==> config.mk <==
export PLATFORM = sky130hd
export DESIGN_NAME = dram_access_seq
export DESIGN_NICKNAME = d
export VERILOG_FILES = /design/src/rtl/dram_seq_pkg.sv /design/src/rtl/dram_addr_hold.sv /design/src/rtl/dram_prech_timer.sv /design/src/rtl/dram_seq_fsm.sv /design/src/rtl/dram_access_seq.sv
export SDC_FILE = /design/constraint.sdc
export NUM_CORES = 1
export LEC_CHECK = 0
export ABC_AREA = 1
export BUFFER_PORTS_ARGS = -buffer_cell sky130_fd_sc_hd__buf_2
export CORE_UTILIZATION = 51
export DETAILED_ROUTE_END_ITERATION = 10
export GPL_TIMING_DRIVEN = 0
export PLACE_DENSITY = 0.87
export SLEW_MARGIN = 25
export SYNTH_ARGS = -nofsm -noshare
export SYNTH_HDL_FRONTEND = slang
export SYNTH_HIERARCHICAL = 1
export SYNTH_SLANG_ARGS = --single-unit
export TNS_END_PERCENT = 30
==> constraint.sdc <==
create_clock -name clk -period 2 [get_ports clk]
set_clock_uncertainty 0.1 [all_clocks]
set_input_delay 0.1 -clock clk [delete_from_list [all_inputs] [get_ports clk]]
set_output_delay 0.1 -clock clk [all_outputs]
set_load 0.01 [all_outputs]
==> src/rtl/dram_seq_pkg.sv <==
package dram_seq_pkg;

    typedef enum logic [2:0] {
        ST_IDLE = 3'd0,
        ST_PEND = 3'd1,
        ST_ROW  = 3'd2,
        ST_COL  = 3'd3,
        ST_ACT  = 3'd4
    } seq_state_t;

endpackage

==> src/rtl/dram_addr_hold.sv <==
module dram_addr_hold #(
    parameter int BANK_W = 2,
    parameter int ADDR_W = 10
) (
    input  logic              clk,
    input  logic              rst_n,
    input  logic              latch_en,
    input  logic              strobe,
    input  logic [BANK_W-1:0] bank_in,
    input  logic [ADDR_W-1:0] row_in,
    input  logic [ADDR_W-1:0] col_in,
    output logic [BANK_W-1:0] bank_o,
    output logic [ADDR_W-1:0] row_o,
    output logic [ADDR_W-1:0] col_o
);

    logic [BANK_W-1:0] bank_q;
    logic [ADDR_W-1:0] row_q;
    logic [ADDR_W-1:0] col_q;
    logic              use_held;

    // Registers follow the inputs while the strobe is high, then hold the last value.
    always_ff @(posedge clk or negedge rst_n) begin
        if (!rst_n) begin
            bank_q <= '0;
            row_q  <= '0;
            col_q  <= '0;
        end else if (strobe) begin
            bank_q <= bank_in;
            row_q  <= row_in;
            col_q  <= col_in;
        end
    end

    assign use_held = latch_en && !strobe;

    always_comb begin
        bank_o = use_held ? bank_q : bank_in;
        row_o  = use_held ? row_q  : row_in;
        col_o  = use_held ? col_q  : col_in;
    end

endmodule

==> src/rtl/dram_prech_timer.sv <==
module dram_prech_timer #(
    parameter int PRECH = 2
) (
    input  logic clk,
    input  logic rst_n,
    input  logic load,
    output logic ready
);

    localparam int PR_W = (PRECH > 0) ? $clog2(PRECH + 1) : 1;

    logic [PR_W-1:0] left_q;

    always_ff @(posedge clk or negedge rst_n) begin
        if (!rst_n) begin
            left_q <= '0;
        end else if (load) begin
            left_q <= PR_W'(PRECH);
        end else if (left_q != '0) begin
            left_q <= left_q - 1'b1;
        end
    end

    assign ready = (left_q == '0);

    AST_PRECH_LOAD: assert property (@(posedge clk) disable iff (!rst_n)
        load |=> (PRECH == 0) || !ready);

endmodule

==> src/rtl/dram_seq_fsm.sv <==
module dram_seq_fsm
    import dram_seq_pkg::*;
#(
    parameter int MUX_DLY = 1
) (
    input  logic clk,
    input  logic rst_n,
    input  logic mode,
    input  logic strobe,
    input  logic cs,
    input  logic req,
    input  logic block,
    input  logic prech_ok,
    output logic ras,
    output logic mux_col,
    output logic cas,
    output logic ack,
    output logic access_end
);

    localparam int CNT_W = (MUX_DLY > 1) ? $clog2(MUX_DLY) : 1;

    seq_state_t      st_q;
    seq_state_t      st_nxt;
    logic [CNT_W-1:0] dly_q;
    logic            free;
    logic            start;
    logic            row_done;
    logic            imm_ras;

    assign free     = !block && prech_ok;
    assign start    = strobe && cs;
    assign row_done = (dly_q == CNT_W'(MUX_DLY - 1));

    always_ff @(posedge clk or negedge rst_n) begin
        if (!rst_n) begin
            st_q <= ST_IDLE;
        end else begin
            st_q <= st_nxt;
        end
    end

    always_ff @(posedge clk or negedge rst_n) begin
        if (!rst_n) begin
            dly_q <= '0;
        end else if (st_q == ST_ROW && !row_done) begin
            dly_q <= dly_q + 1'b1;
        end else begin
            dly_q <= '0;
        end
    end

    always_comb begin
        st_nxt = st_q;
        unique case (st_q)
            ST_IDLE: if (start)    st_nxt = free ? ST_ROW : ST_PEND;
            ST_PEND: if (free)     st_nxt = ST_ROW;
            ST_ROW:  if (row_done) st_nxt = ST_COL;
            ST_COL:                st_nxt = ST_ACT;
            ST_ACT:  if (!req)     st_nxt = ST_IDLE;
            default:               st_nxt = ST_IDLE;
        endcase
    end

    assign imm_ras = mode && (st_q == ST_IDLE) && start && free;

    always_comb begin
        ras        = imm_ras;
        mux_col    = 1'b0;
        cas        = 1'b0;
        ack        = 1'b0;
        access_end = 1'b0;
        unique case (st_q)
            ST_IDLE, ST_PEND: ;
            ST_ROW: ras = 1'b1;
            ST_COL: begin
                ras     = 1'b1;
                mux_col = 1'b1;
            end
            ST_ACT: begin
                ras        = 1'b1;
                mux_col    = 1'b1;
                cas        = 1'b1;
                ack        = 1'b1;
                access_end = !req;
            end
            default: ;
        endcase
    end

    AST_CAS_AFTER_MUX: assert property (@(posedge clk) disable iff (!rst_n)
        $rose(cas) |-> $past(mux_col) && mux_col);
    AST_END_ON_REQ: assert property (@(posedge clk) disable iff (!rst_n)
        (cas && !req) |=> !cas && !mux_col && !ack);
    AST_HOLD_ON_REQ: assert property (@(posedge clk) disable iff (!rst_n)
        (cas && req) |=> cas);
    AST_NO_RAS_BLOCKED: assert property (@(posedge clk) disable iff (!rst_n)
        ((st_q == ST_IDLE || st_q == ST_PEND) && block) |-> !ras);

endmodule

==> src/rtl/dram_access_seq.sv <==
module dram_access_seq
    import dram_seq_pkg::*;
#(
    parameter int NUM_BANKS = 4,
    parameter int ADDR_W    = 10,
    parameter int MUX_DLY   = 1,
    parameter int PRECH     = 2,
    localparam int BANK_W   = (NUM_BANKS > 1) ? $clog2(NUM_BANKS) : 1
) (
    input  logic                 clk,
    input  logic                 rst_n,
    input  logic                 cfg_mode,
    input  logic                 cfg_latch_en,
    input  logic                 strobe,
    input  logic                 cs,
    input  logic                 req,
    input  logic                 busy_in,
    input  logic [BANK_W-1:0]    bank_in,
    input  logic [ADDR_W-1:0]    row_in,
    input  logic [ADDR_W-1:0]    col_in,
    output logic [NUM_BANKS-1:0] ras_o,
    output logic                 cas_o,
    output logic                 mux_col_o,
    output logic                 ack_o,
    output logic [ADDR_W-1:0]    dram_addr_o
);

    logic [BANK_W-1:0] bank_eff;
    logic [ADDR_W-1:0] row_eff;
    logic [ADDR_W-1:0] col_eff;
    logic              ras_any;
    logic              prech_ok;
    logic              access_end;

    dram_addr_hold #(
        .BANK_W (BANK_W),
        .ADDR_W (ADDR_W)
    ) u_addr (
        .clk      (clk),
        .rst_n    (rst_n),
        .latch_en (cfg_latch_en),
        .strobe   (strobe),
        .bank_in  (bank_in),
        .row_in   (row_in),
        .col_in   (col_in),
        .bank_o   (bank_eff),
        .row_o    (row_eff),
        .col_o    (col_eff)
    );

    dram_prech_timer #(
        .PRECH (PRECH)
    ) u_prech (
        .clk   (clk),
        .rst_n (rst_n),
        .load  (access_end),
        .ready (prech_ok)
    );

    dram_seq_fsm #(
        .MUX_DLY (MUX_DLY)
    ) u_fsm (
        .clk        (clk),
        .rst_n      (rst_n),
        .mode       (cfg_mode),
        .strobe     (strobe),
        .cs         (cs),
        .req        (req),
        .block      (busy_in),
        .prech_ok   (prech_ok),
        .ras        (ras_any),
        .mux_col    (mux_col_o),
        .cas        (cas_o),
        .ack        (ack_o),
        .access_end (access_end)
    );

    for (genvar gi = 0; gi < NUM_BANKS; gi++) begin : g_ras
        assign ras_o[gi] = ras_any && (bank_eff == BANK_W'(gi));
    end

    assign dram_addr_o = mux_col_o ? col_eff : row_eff;

    AST_RAS_ONEHOT: assert property (@(posedge clk) disable iff (!rst_n)
        $onehot0(ras_o));
    AST_RAS_GAP: assert property (@(posedge clk) disable iff (!rst_n)
        $fell(ras_any) |=> !ras_any);
    AST_CAS_NEEDS_RAS: assert property (@(posedge clk) disable iff (!rst_n)
        cas_o |-> (ras_o != '0));

endmodule

Yosys cells after proc, flatten, opt, wreduce, memory -nomap -nowiden
Cells that the tools add are included.
{ "word_totals": {"out_inout_bits": 17, "reg_bits": 28} }
{ "op_classes": {"n_mux": 17, "eq_ne": 11, "reduce_logical": 22, "addsub": 2} }
{ "ops": {"columns": ["cell", "count"], "rows": [
  ["two-way mux 10 bit", 3],
  ["case mux 3 bit (5 select lines)", 1],
  ["two-way mux 3 bit", 4],
  ["logical AND 1 bit", 11],
  ["two-way mux 2 bit", 4],
  ["== test 3 x 2 -> 1 bit, second input constant", 2],
  ["two-way mux 1 bit", 5],
  ["== test 2 bit, second input constant", 2],
  ["zero test 2 bit", 2],
  ["inequality test 2 x 1 -> 1 bit, second input constant", 2],
  ["inequality test 2 bit, second input constant", 2],
  ["AND reduction 4 bit", 1],
  ["nonzero test 2 bit", 2],
  ["== test 3 x 1 -> 1 bit, second input constant", 1],
  ["== test 3 bit, second input constant", 1],
  ["zero test 1 bit", 3],
  ["zero test 3 bit", 1],
  ["OR reduction 3 bit", 1],
  ["== test 2 x 1 -> 1 bit, second input constant", 1],
  ["OR reduction 2 bit", 1],
  ["subtractor 2 x 1 -> 2 bit, second input constant", 1],
  ["adder 1 bit, second input constant", 1]
]} }

Logic depth before layout (Yosys ltp)
Gate-level depths: netlist of the first run.
{ "logic_depth": {"depth_word": 6, "mapped_depth": 8} }

Modules after synthesis
Netlist of the first run, hierarchy kept.
{ "by_module_without_submodules": {"columns": ["module", "instances", "area_per_inst_um2", "seq_area_each_um2", "cells_each"], "rows": [
  ["dram_addr_hold", 1, 1138.6, 550.5, 166],
  ["dram_seq_fsm", 1, 261.5, 100.1, 41],
  ["dram_access_seq", 1, 157.7, 0.0, 40],
  ["dram_prech_timer", 1, 107.6, 50.0, 14]
]} }

Least setup slack after synthesis of the first run
OpenSTA, ideal clock, no wires.
{ "synth_timing": {"kind": "register -> output", "from": "reg u_prech.left_q[0]", "to": "out ras_o[0]", "setup_slack_ps": 606, "path_stages_with_launch": 7, "arrival_time_ps": 1194, "path_buffers": 0, "path_cell_list": "dfrtp_1 -> inv_1 -> ha_1 -> nand4_1 -> o21ai_0 -> nand2_1 -> nor2_1"} }
{ "synth_via": {"elab_chain_cells": 5} }
{ "synth_lines": {"columns": ["element", "line", "source"], "rows": [
  ["from (decl)", "dram_prech_timer.sv:12", "logic [PR_W-1:0] left_q;"],
  ["from (signal assigned)", "dram_prech_timer.sv:18", "left_q <= PR_W'(PRECH);"],
  ["from (signal assigned)", "dram_prech_timer.sv:20", "left_q <= left_q - 1'b1;"],
  ["zero test 2 bit", "dram_prech_timer.sv:24", "assign ready = (left_q == '0);"],
  ["named net prech_ok", "dram_access_seq.sv:32", "logic prech_ok;"],
  ["logical AND 1 bit", "dram_seq_fsm.sv:31", "assign free = !block && prech_ok;"],
  ["logical AND 1 bit", "dram_seq_fsm.sv:65", "assign imm_ras = mode && (st_q == ST_IDLE) && start && free;"],
  ["two-way mux 1 bit", "dram_seq_fsm.sv:73", "unique case (st_q)"],
  ["named net ras_any", "dram_access_seq.sv:31", "logic ras_any;"],
  ["logical AND 1 bit", "dram_access_seq.sv:79", "assign ras_o[gi] = ras_any && (bank_eff == BANK_W'(gi));"],
  ["to (decl)", "dram_access_seq.sv:21", "output logic [NUM_BANKS-1:0] ras_o,"]
]} }
The timed path passes the listed nets, and every way through them passes these cells.

Final worst setup path of the first run
{ "layout_timing": {"from": "reg u_prech.left_q[0]", "to": "out ras_o[2]"} }
Same word-level chain as after synthesis.

==> results of run 1 <==
## metrics by stage
step / power [W] / hold WS (ps)
after detailed placement: 0.00161 / 57.2
after global placement: 0.00158 / 53.0
after global routing: 0.00218 / 47.6
after CTS: 0.00194 / 29.5
after floorplan: 0.00132 / -296
final: 0.00202 / 38.6
## Yosys cell counts, drive strengths merged
library cell / count
ha: 1
buf: 12
nand4: 2
conb: 1
nand3: 31
nor2: 10
nand2: 161
o21ai: 1
inv: 14
dfrtp: 28
## layout make-up
| type | count | area share, % |
|---|---|---|
| plain buffers | 12 | 3.25 |
| flip-flops and latches | 28 | 30.9 |
| repair buffers | 72 | 21.6 |
| clock buffers | 4 | 1.60 |
| inverters | 14 | 2.31 |
| multi-input cells | 207 | 37.9 |
| well taps | 44 | 2.42 |
## sequential cells by signal, indices dropped and copies added, names as in the netlist
register	flops
u_fsm/dly_q	1
u_addr/col_q	10
u_fsm/st_q	3
u_addr/bank_q	2
u_prech/left_q	2
u_addr/row_q	10
## how the worst max path moves through the flow
stage / from / to / slack [ps] / depth (start not counted)
floorplan: u_prech/left_q[0] / ras_o[0] / 610 / 6
global placement: u_prech/left_q[0] / ras_o[0] / 450 / 7
detailed placement: u_prech/left_q[0] / ras_o[2] / 420 / 7
CTS: u_prech/left_q[0] / ras_o[2] / 30 / 7
global route: u_prech/left_q[0] / ras_o[1] / 4 / 7
finish: u_prech/left_q[0] / ras_o[2] / 140 / 7
## power by group
part           switching (W)  internal (W)  total, W
Sequential         0.0000770      0.000658  0.000735
Combinational       0.000612      0.000393   0.00100
Clock               0.000173      0.000112  0.000284
## worst reg2reg max path, cell delays in order, from the launching register on
cell,delay [ps]
dfrtp_1,410
inv_1,140
ha_4,180
nand2_1,70
nand3_1,90
nand2_1,70
nor2_2,100
nand2_1,80
nand2_1,70
## repair_timing
| action | CTS | global route |
|---|---|---|
| endpoints found under the hold margin | 51 | 0 |
| gates resized for setup | 0 | 7 |
| hold buffers | 26 | 0 |
| setup endpoints to repair | 0 | 9 |
## layer usage
| layer | global-route usage [%] | up-vias | wire length [um] |
|---|---|---|---|
| li1 | - | 950 | - |
| met1 | 36.6 | 871 | 2000 |
| met2 | 52.4 | 87 | 2400 |
| met3 | 2.62 | 15 | 272 |
| met4 | 9.52 | 0 | 93 |
| met5 | 0 | - | 0 |
## logic make-up after synthesis
family | synth area share, %
flip-flops | 42.1
other | 0.225
adder cells (fa/ha/maj) | 0.751
AO/OA/AOI/OAI | 0.300
buffers and inverters | 7.59
AND/OR/NAND/NOR | 49.1
==> impl_metrics.toml, run 1 <==
[status]
status = "finished clean"

[clock_tree]
h-tree-depth = 1
clock_sinks = 28
clk_latency_ps = 330
clock_path_buffers = 2
numCtsBuffers = 3
cts_tree = "built"
root_buffer = "clkbuf_4"
path_clk_slew_ps = 150
cts_setup_buffers = 0

[hold_path]
whs_path_depth = 5
hp-class = "input port to flop"
hold_end = "u_fsm/st_q[0]"
min-delay-start = "busy_in"

[die]
die_width_um = 59.1
die_h_um = 59.1
pin_count = 47
dieArea_sq_um = 3500
start_util_pct = 54.1
fp-row-count = 20
core-area_sq_um = 3080

[sta]
finalWorstSetupSlack_ps = 144
setup_tns_ps = 0
worst_pin_slew_ps = 630
rsz0062_at_grt = "no"
relSlewSlack_pct = 58.0
slew_violations = 0
final.period_utilization_pct = 92.8
fin_crit_ps = 1860
max_freq_ghz = 0.539
hold_viol = 0
setup_viol = 0

[critical_path]
path_cells = "inv_1 -> ha_4 -> nand4_1 -> o21ai_2 -> nand2_1 -> nor2_1 -> buf_2"
path_delay_family = "flip-flops"
cp_slowest_cell = "dfrtp_1"
cp_max_fo = 5
ff2ff_path_depth = 8
criticalPathCategory = "flop to output port"
slowest_delay_ps = 410
crit_path_start_kind = "flop"
critPathBufInv = 2
worstPathArrival_ps = 1660
r2r_end = "u_fsm/st_q[1]"
worstReg2RegStart = "u_prech/left_q[0]"
ff2ff_setup_slack_ps = 630
cp-end-kind = "output port"
critPathRequiredTime_ps = 1800

[placement]
port_buffers = 46
post-place-cells = 351
placedInstanceArea_sq_um = 1950
pre_cts_ws_ps = 417
post-dp-hpwl_um = 3010
gp_congestion = 0.831

[route]
vias_per_cell = 5.05
vias = 1923
routed_wl_um = 4770
ant_nets = 0
drtIter0Drc = 136
dr.pass1.iters = 4
drc_errors = 0
wl_per_cell_um = 12.5

[synthesis]
syn_area_per_cell_sq_um = 6.38
syn_inst = 261
yosysTopAreaCell = "dfrtp_1"
synth-seq-cells = 28
yosysWarnings = 6
seq_area_frac_synth_pct = 42.1
yosys-top-cells-area = "dfrtp_1 (42%), nand2_1 (36%), nand3_1 (9.3%), inv_1 (2.7%), buf_2 (2.4%)"
netlist_area_sq_um = 1670
ys_types = 15
syn-num-nets = 292
synth_top_area_share_pct = 42.1

[cells_and_area]
finish.utilization_pct = 73.8
syn2layout_area_growth_pct = 36.4
finish.instance_area_sq_um = 2270
mostFrequentLayoutCell = "nand2_1"
fillers = 255
drive_gt1_share_pct = 21.1
multi_input_area_sq_um = 862
layout.nets = 369
layout.cells.most_common_list = "nand2_1 (160), buf_2 (54), nand3_1 (31)"
antenna_cells = 0
regArea_sq_um = 702
fin_cells = 381

[grt]
grt_pass1_wl_um = 7660
grt_max_degree = 29
grt_pass1_vias = 1829
gr-total-overflow = 0
grt.total_usage_pct = 29.1
antenna_found_initial = 0

[power_and_ir_drop]
power.density_nw_per_um2 = 891
vdd_drop_max_mv = 0.599
p_leak_nw = 1.36

[run]
drv_cap = 0
(Power assumes the default switching activity.)
==> run 2: changes to the inputs <==
--- a/config.mk
+++ b/config.mk
@@ -6,11 +6,11 @@
 export NUM_CORES = 1
 export LEC_CHECK = 0
 export ABC_AREA = 1
-export BUFFER_PORTS_ARGS = -buffer_cell sky130_fd_sc_hd__buf_2
 export CORE_UTILIZATION = 51
 export DETAILED_ROUTE_END_ITERATION = 10
+export DONT_BUFFER_PORTS = 1
 export GPL_TIMING_DRIVEN = 0
-export PLACE_DENSITY = 0.87
+export PLACE_DENSITY = 0.75
 export SLEW_MARGIN = 25
 export SYNTH_ARGS = -nofsm -noshare
 export SYNTH_HDL_FRONTEND = slang
==> run 2 against run 1 <==
Sequential share of layout area grew 3.4 points. Hold slack worse by 11 ps. Largest cell class unchanged. Core utilization decreased by 7.3 points. Critical path depth unchanged. Via count decreased by 12%. Sequential power down 0.5%. Largest power group unchanged. Clock power decreased by 19%.
==> impl_metrics.toml, run 2 (synthesis results as in run 1) <==
[route]
wl_per_cell_um = 13.1
drc_errors = 0
routed_wl_um = 4390
drtIter0Drc = 86
ant_nets = 0
dr.pass1.iters = 4
vias = 1690
vias_per_cell = 5.03

[sta]
setup_viol = 0
hold_viol = 0
final.period_utilization_pct = 91.7
hold_ws_ps = 27.6
fin_crit_ps = 1830
slew_violations = 0
max_freq_ghz = 0.545
rsz0062_at_grt = "no"
setup_tns_ps = 0

[critical_path]
critPathRequiredTime_ps = 1800
ff2ff_path_depth = 8
criticalPathCategory = "flop to output port"
cpMostUsedCell = "nand2_1"
worstPathArrival_ps = 1630
cp_max_fo = 10
slowest_delay_ps = 440
path_cells = "inv_1 -> nor2_1 -> nand2_1 -> nand2_1 -> buf_6 -> nand2_1 -> nand2_1"
crit_path_start_kind = "flop"
cp-end-kind = "output port"
cp_slowest_cell = "dfrtp_2"

[power_and_ir_drop]
power.density_nw_per_um2 = 865
vdd_drop_max_mv = 0.529
p_leak_nw = 1.17
p_total_w = 0.00177

[cells_and_area]
reg_top3 = "u_addr/col_q (10), u_addr/row_q (10), u_fsm/st_q (3)"
syn2layout_area_growth_pct = 23.0
mostFrequentLayoutCell = "nand2_1"
layout.cells.most_common_list = "nand2_1 (160), nand3_1 (31), dlygate4sd3_1 (27), dfrtp_1 (27), inv_1 (12)"
layout.nets = 325
antenna_cells = 0
fillers = 286
drive_gt1_share_pct = 8.56
finish.utilization_pct = 66.5

[clock_tree]
root_buffer = "clkbuf_4"
h-tree-depth = 1
clock_sinks = 28
clk_latency_ps = 310
cts_tree = "built"
clock_path_buffers = 2
numCtsBuffers = 3
path_clk_slew_ps = 140
cts_setup_buffers = 0

[grt]
grt_pass1_vias = 1574
gr-total-overflow = 0
grt_max_degree = 29
grt.total_usage_pct = 27.1
antenna_found_initial = 0
grt_pass1_wl_um = 7040

[die]
die_width_um = 59.1
pin_count = 47
fp-row-count = 20
dieArea_sq_um = 3500
die_h_um = 59.1
start_util_pct = 54.1
core-area_sq_um = 3080

[placement]
post-dp-hpwl_um = 2840
gp_congestion = 0.789
port_buffers = 0

[status]
status = "finished clean"

[hold_path]
whs_path_depth = 6
hp-class = "input port to flop"

[run]
drv_cap = 0
==> run 2: critical path, delay by kind of cell, from the launching register on <==
| kind | cells | cell delay (ps) |
|---|---|---|
| simple gates | 5 | 660 |
| flops | 1 | 440 |
| buf+inv | 2 | 230 |
==> run 2: final cells by class <==
| cell class | count | area [sq um] | area share (%) |
|---|---|---|---|
| clock buffer | 3 | 22.5 | 1.10 |
| timing repair buffer | 28 | 290 | 14.2 |
| sequential | 28 | 702 | 34.3 |
| inverter | 14 | 52.6 | 2.57 |
| tap | 44 | 55.1 | 2.69 |
| buffer | 12 | 73.8 | 3.60 |
| multi-input combinational | 207 | 852 | 41.6 |
==> run 2: what timing repair did <==
action | CTS | global route
endpoints found under the setup margin | 0 | 5
hold buffers | 28 | 0
endpoints found under the hold margin | 55 | 0
gates resized for setup | 0 | 6
==> run 2: path summary, 6_finish.rpt <==
path	from	endpoint	slack [ps]
worst min register to register	u_addr/bank_q[1]	u_addr/bank_q[1]	390
worst max register to register	u_prech/left_q[0]	u_fsm/st_q[1]	660
worst max-delay path	u_fsm/st_q[1]	dram_addr_o[3]	170
min in group asynchronous	rst_n	u_addr/row_q[3]	90
max in group asynchronous	rst_n	u_fsm/st_q[1]	1520
worst min-delay path	strobe	u_fsm/st_q[1]	30
==> run 2: metal layers <==
layer  share of wire [%]  GRT usage [%]  wire length (um)  vias up
met3                 4.5           2.84               198        6
li1                    -              -                 -      862
met1                  46           37.2              2000      778
met2                  48           44.0              2120       44
met5                   0              0                 0        -
met4                 1.5           10.9                66        0
==> run 2: per-stage QoR <==
| stage | cells | worst slack [ps] | cell area, sq um |
|---|---|---|---|
| after CTS | 336 | 51.1 | 2030 |
| final | 336 | 166 | 2050 |
| after detailed placement | 305 | 435 | 1720 |
| after global routing | 336 | 23.0 | 2050 |
| after global placement | 305 | 466 | 1720 |
| after floorplan | 261 | 606 | 1670 |
==> run 2: power by group <==
part	internal (W)	switching [W]	leakage, nW	total [W]
clock network	0.0000706	0.000159	0.0138	0.000230
logic	0.000283	0.000527	0.816	0.000811
registers	0.000658	0.0000729	0.341	0.000731
total	0.00101	0.000760	1.17	0.00177
==> run 3: changes to the inputs <==
--- a/config.mk
+++ b/config.mk
@@ -6,11 +6,13 @@
 export NUM_CORES = 1
 export LEC_CHECK = 0
 export ABC_AREA = 1
-export CORE_UTILIZATION = 51
+export CELL_PAD_IN_SITES_DETAIL_PLACEMENT = 0
+export CELL_PAD_IN_SITES_GLOBAL_PLACEMENT = 1
+export CORE_UTILIZATION = 46
 export DETAILED_ROUTE_END_ITERATION = 10
 export DONT_BUFFER_PORTS = 1
 export GPL_TIMING_DRIVEN = 0
-export PLACE_DENSITY = 0.75
+export PLACE_DENSITY = 0.92
 export SLEW_MARGIN = 25
 export SYNTH_ARGS = -nofsm -noshare
 export SYNTH_HDL_FRONTEND = slang
==> run 3 against run 2 <==
Die area grew 10%. Non-clock buffer count is 1 lower. Clock power is essentially flat. Count of clock-buffer cells in the layout stayed put. Cell area down 0.31%. First-iteration DRC count fell by 9.3%. Largest cell class unchanged. Sequential cell count did not move. Setup slack worse by 35 ps. Sequential power hardly changed. Power is 0.15% higher. Register-to-register slack gained 30 ps.
==> impl_metrics.toml, run 3 (synthesis results as in run 1) <==
[critical_path]
crit_path_start_kind = "flop"
crit_end = "dram_addr_o[2]"
cp-end-kind = "output port"
ff2ff_setup_slack_ps = 690
ff2ff_path_depth = 8
worstReg2RegStart = "u_prech/left_q[0]"
criticalPathCategory = "flop to output port"
critPathRequiredTime_ps = 1800
cp_max_fo = 10
startpoint = "u_fsm/st_q[1]"
worstPathArrival_ps = 1670
r2r_end = "u_fsm/st_q[1]"

[power_and_ir_drop]
p_leak_nw = 1.17
p_total_w = 0.00177
power.density_nw_per_um2 = 869
vdd_drop_max_mv = 0.433

[sta]
slew_violations = 0
rsz0062_at_grt = "yes"
max_freq_ghz = 0.535
final.period_utilization_pct = 93.5
setup_tns_ps = 0
finalWorstSetupSlack_ps = 130
setup_viol = 0
hold_viol = 0
fin_crit_ps = 1870

[route]
wl_per_cell_um = 12.9
vias = 1685
routed_wl_um = 4340
drc_errors = 0
vias_per_cell = 5.00
drtIter0Drc = 78
ant_nets = 0
dr.pass1.iters = 4

[placement]
port_buffers = 0
pre_cts_ws_ps = 362
post-dp-hpwl_um = 2840
gp_congestion = 0.760
post-place-cells = 307

[die]
die_h_um = 62.2
dieArea_sq_um = 3870
core-area_sq_um = 3390
pin_count = 47
die_width_um = 62.2
fp-row-count = 21
start_util_pct = 49.1

[grt]
antenna_found_initial = 0
grt_max_degree = 29
grt_pass1_vias = 1741
gr-total-overflow = 0
grt_pass1_wl_um = 8020
grt.total_usage_pct = 26.1

[cells_and_area]
layout.nets = 324
antenna_cells = 0
reg_top3 = "u_addr/col_q (10), u_addr/row_q (10), u_fsm/st_q (3)"
drive_gt1_share_pct = 8.59
fin_cells = 337
mostFrequentLayoutCell = "nand2_1"
layout.cells.most_common_list = "nand2_1 (160), nand3_1 (31), dfrtp_1 (28)"
finish.utilization_pct = 60.2
syn2layout_area_growth_pct = 22.6

[clock_tree]
root_buffer = "clkbuf_4"
cts_tree = "built"
clock_path_buffers = 2
clk_latency_ps = 320
numCtsBuffers = 3
h-tree-depth = 1
path_clk_slew_ps = 140
clock_sinks = 28

[run]
drv_cap = 0

[hold_path]
hp-class = "input port to flop"

[status]
status = "finished clean"
## run 3: changes by cell type in the layout (fill, tap and decap cells not counted)
cell / before / now
dfrtp_1: 27 / 28
ha_2: 0 / 1
ha_1: 1 / 0
dlygate4sd3_1: 27 / 26
dfrtp_2: 1 / 0
## run 3: where the power goes
part | switching (W) | internal (W)
clock | 0.000161 | 0.0000707
combinational | 0.000529 | 0.000286
sequential | 0.0000714 | 0.000657
total | 0.000761 | 0.00101
## run 3: routing by layer
| layer | routed length [um] | global-route usage (%) | up-vias | share of wire, % |
|---|---|---|---|---|
| li1 | - | - | 861 | - |
| met1 | 2100 | 33.5 | 779 | 48 |
| met2 | 1970 | 44.5 | 43 | 45 |
| met3 | 246 | 6.25 | 2 | 5.7 |
| met4 | 24 | 5.52 | 0 | 0.55 |
| met5 | 0 | 0 | - | 0 |
## run 3: repair_timing
item / 4_1_cts / 5_1_grt
endpoints found under the hold margin: 55 / 0
setup endpoints to repair: 4 / 11
hold buffers: 27 / 0
setup buffers: 0 / 0
gates cloned: 0 / 0
resized for setup: 1 / 5
## run 3: area by class of cell
type / instances / area, sq um
fill: 326 / 1350
multi-input combinational: 207 / 855
sequential: 28 / 701
timing repair buffer: 27 / 280
buffer: 12 / 73.8
tap: 46 / 57.6
inverter: 14 / 52.6
clock buffer: 3 / 22.5
## run 3: per-stage QoR
| stage | area [sq um] | hold slack (ps) |
|---|---|---|
| after floorplan | 1670 | -296 |
| after global placement | 1720 | -295 |
| after detailed placement | 1720 | -295 |
| after CTS | 2030 | 4.72 |
| after global routing | 2040 | 64.2 |
| final | 2040 | 27.2 |
## run 3: how the worst min path moves through the flow
stage,from,depth (start not counted),slack (ps),end
after CTS,cs,6,5,u_fsm/st_q[0]
after global placement,rst_n,0,-290,u_prech/left_q[0]
after floorplan,rst_n,0,-300,u_addr/bank_q[0]
final,cs,6,30,u_fsm/st_q[0]
after detailed placement,rst_n,0,-290,u_addr/row_q[9]
after global routing,strobe,4,60,u_addr/col_q[6]
## run 3: critical path, stage by stage, from the launching register on
cell and delay, ps:
dfrtp_1 450, inv_1 60, nor2_1 160, nand2_1 110, nand2_1 190, buf_6 180
nand2_1 80, nand2_1 120
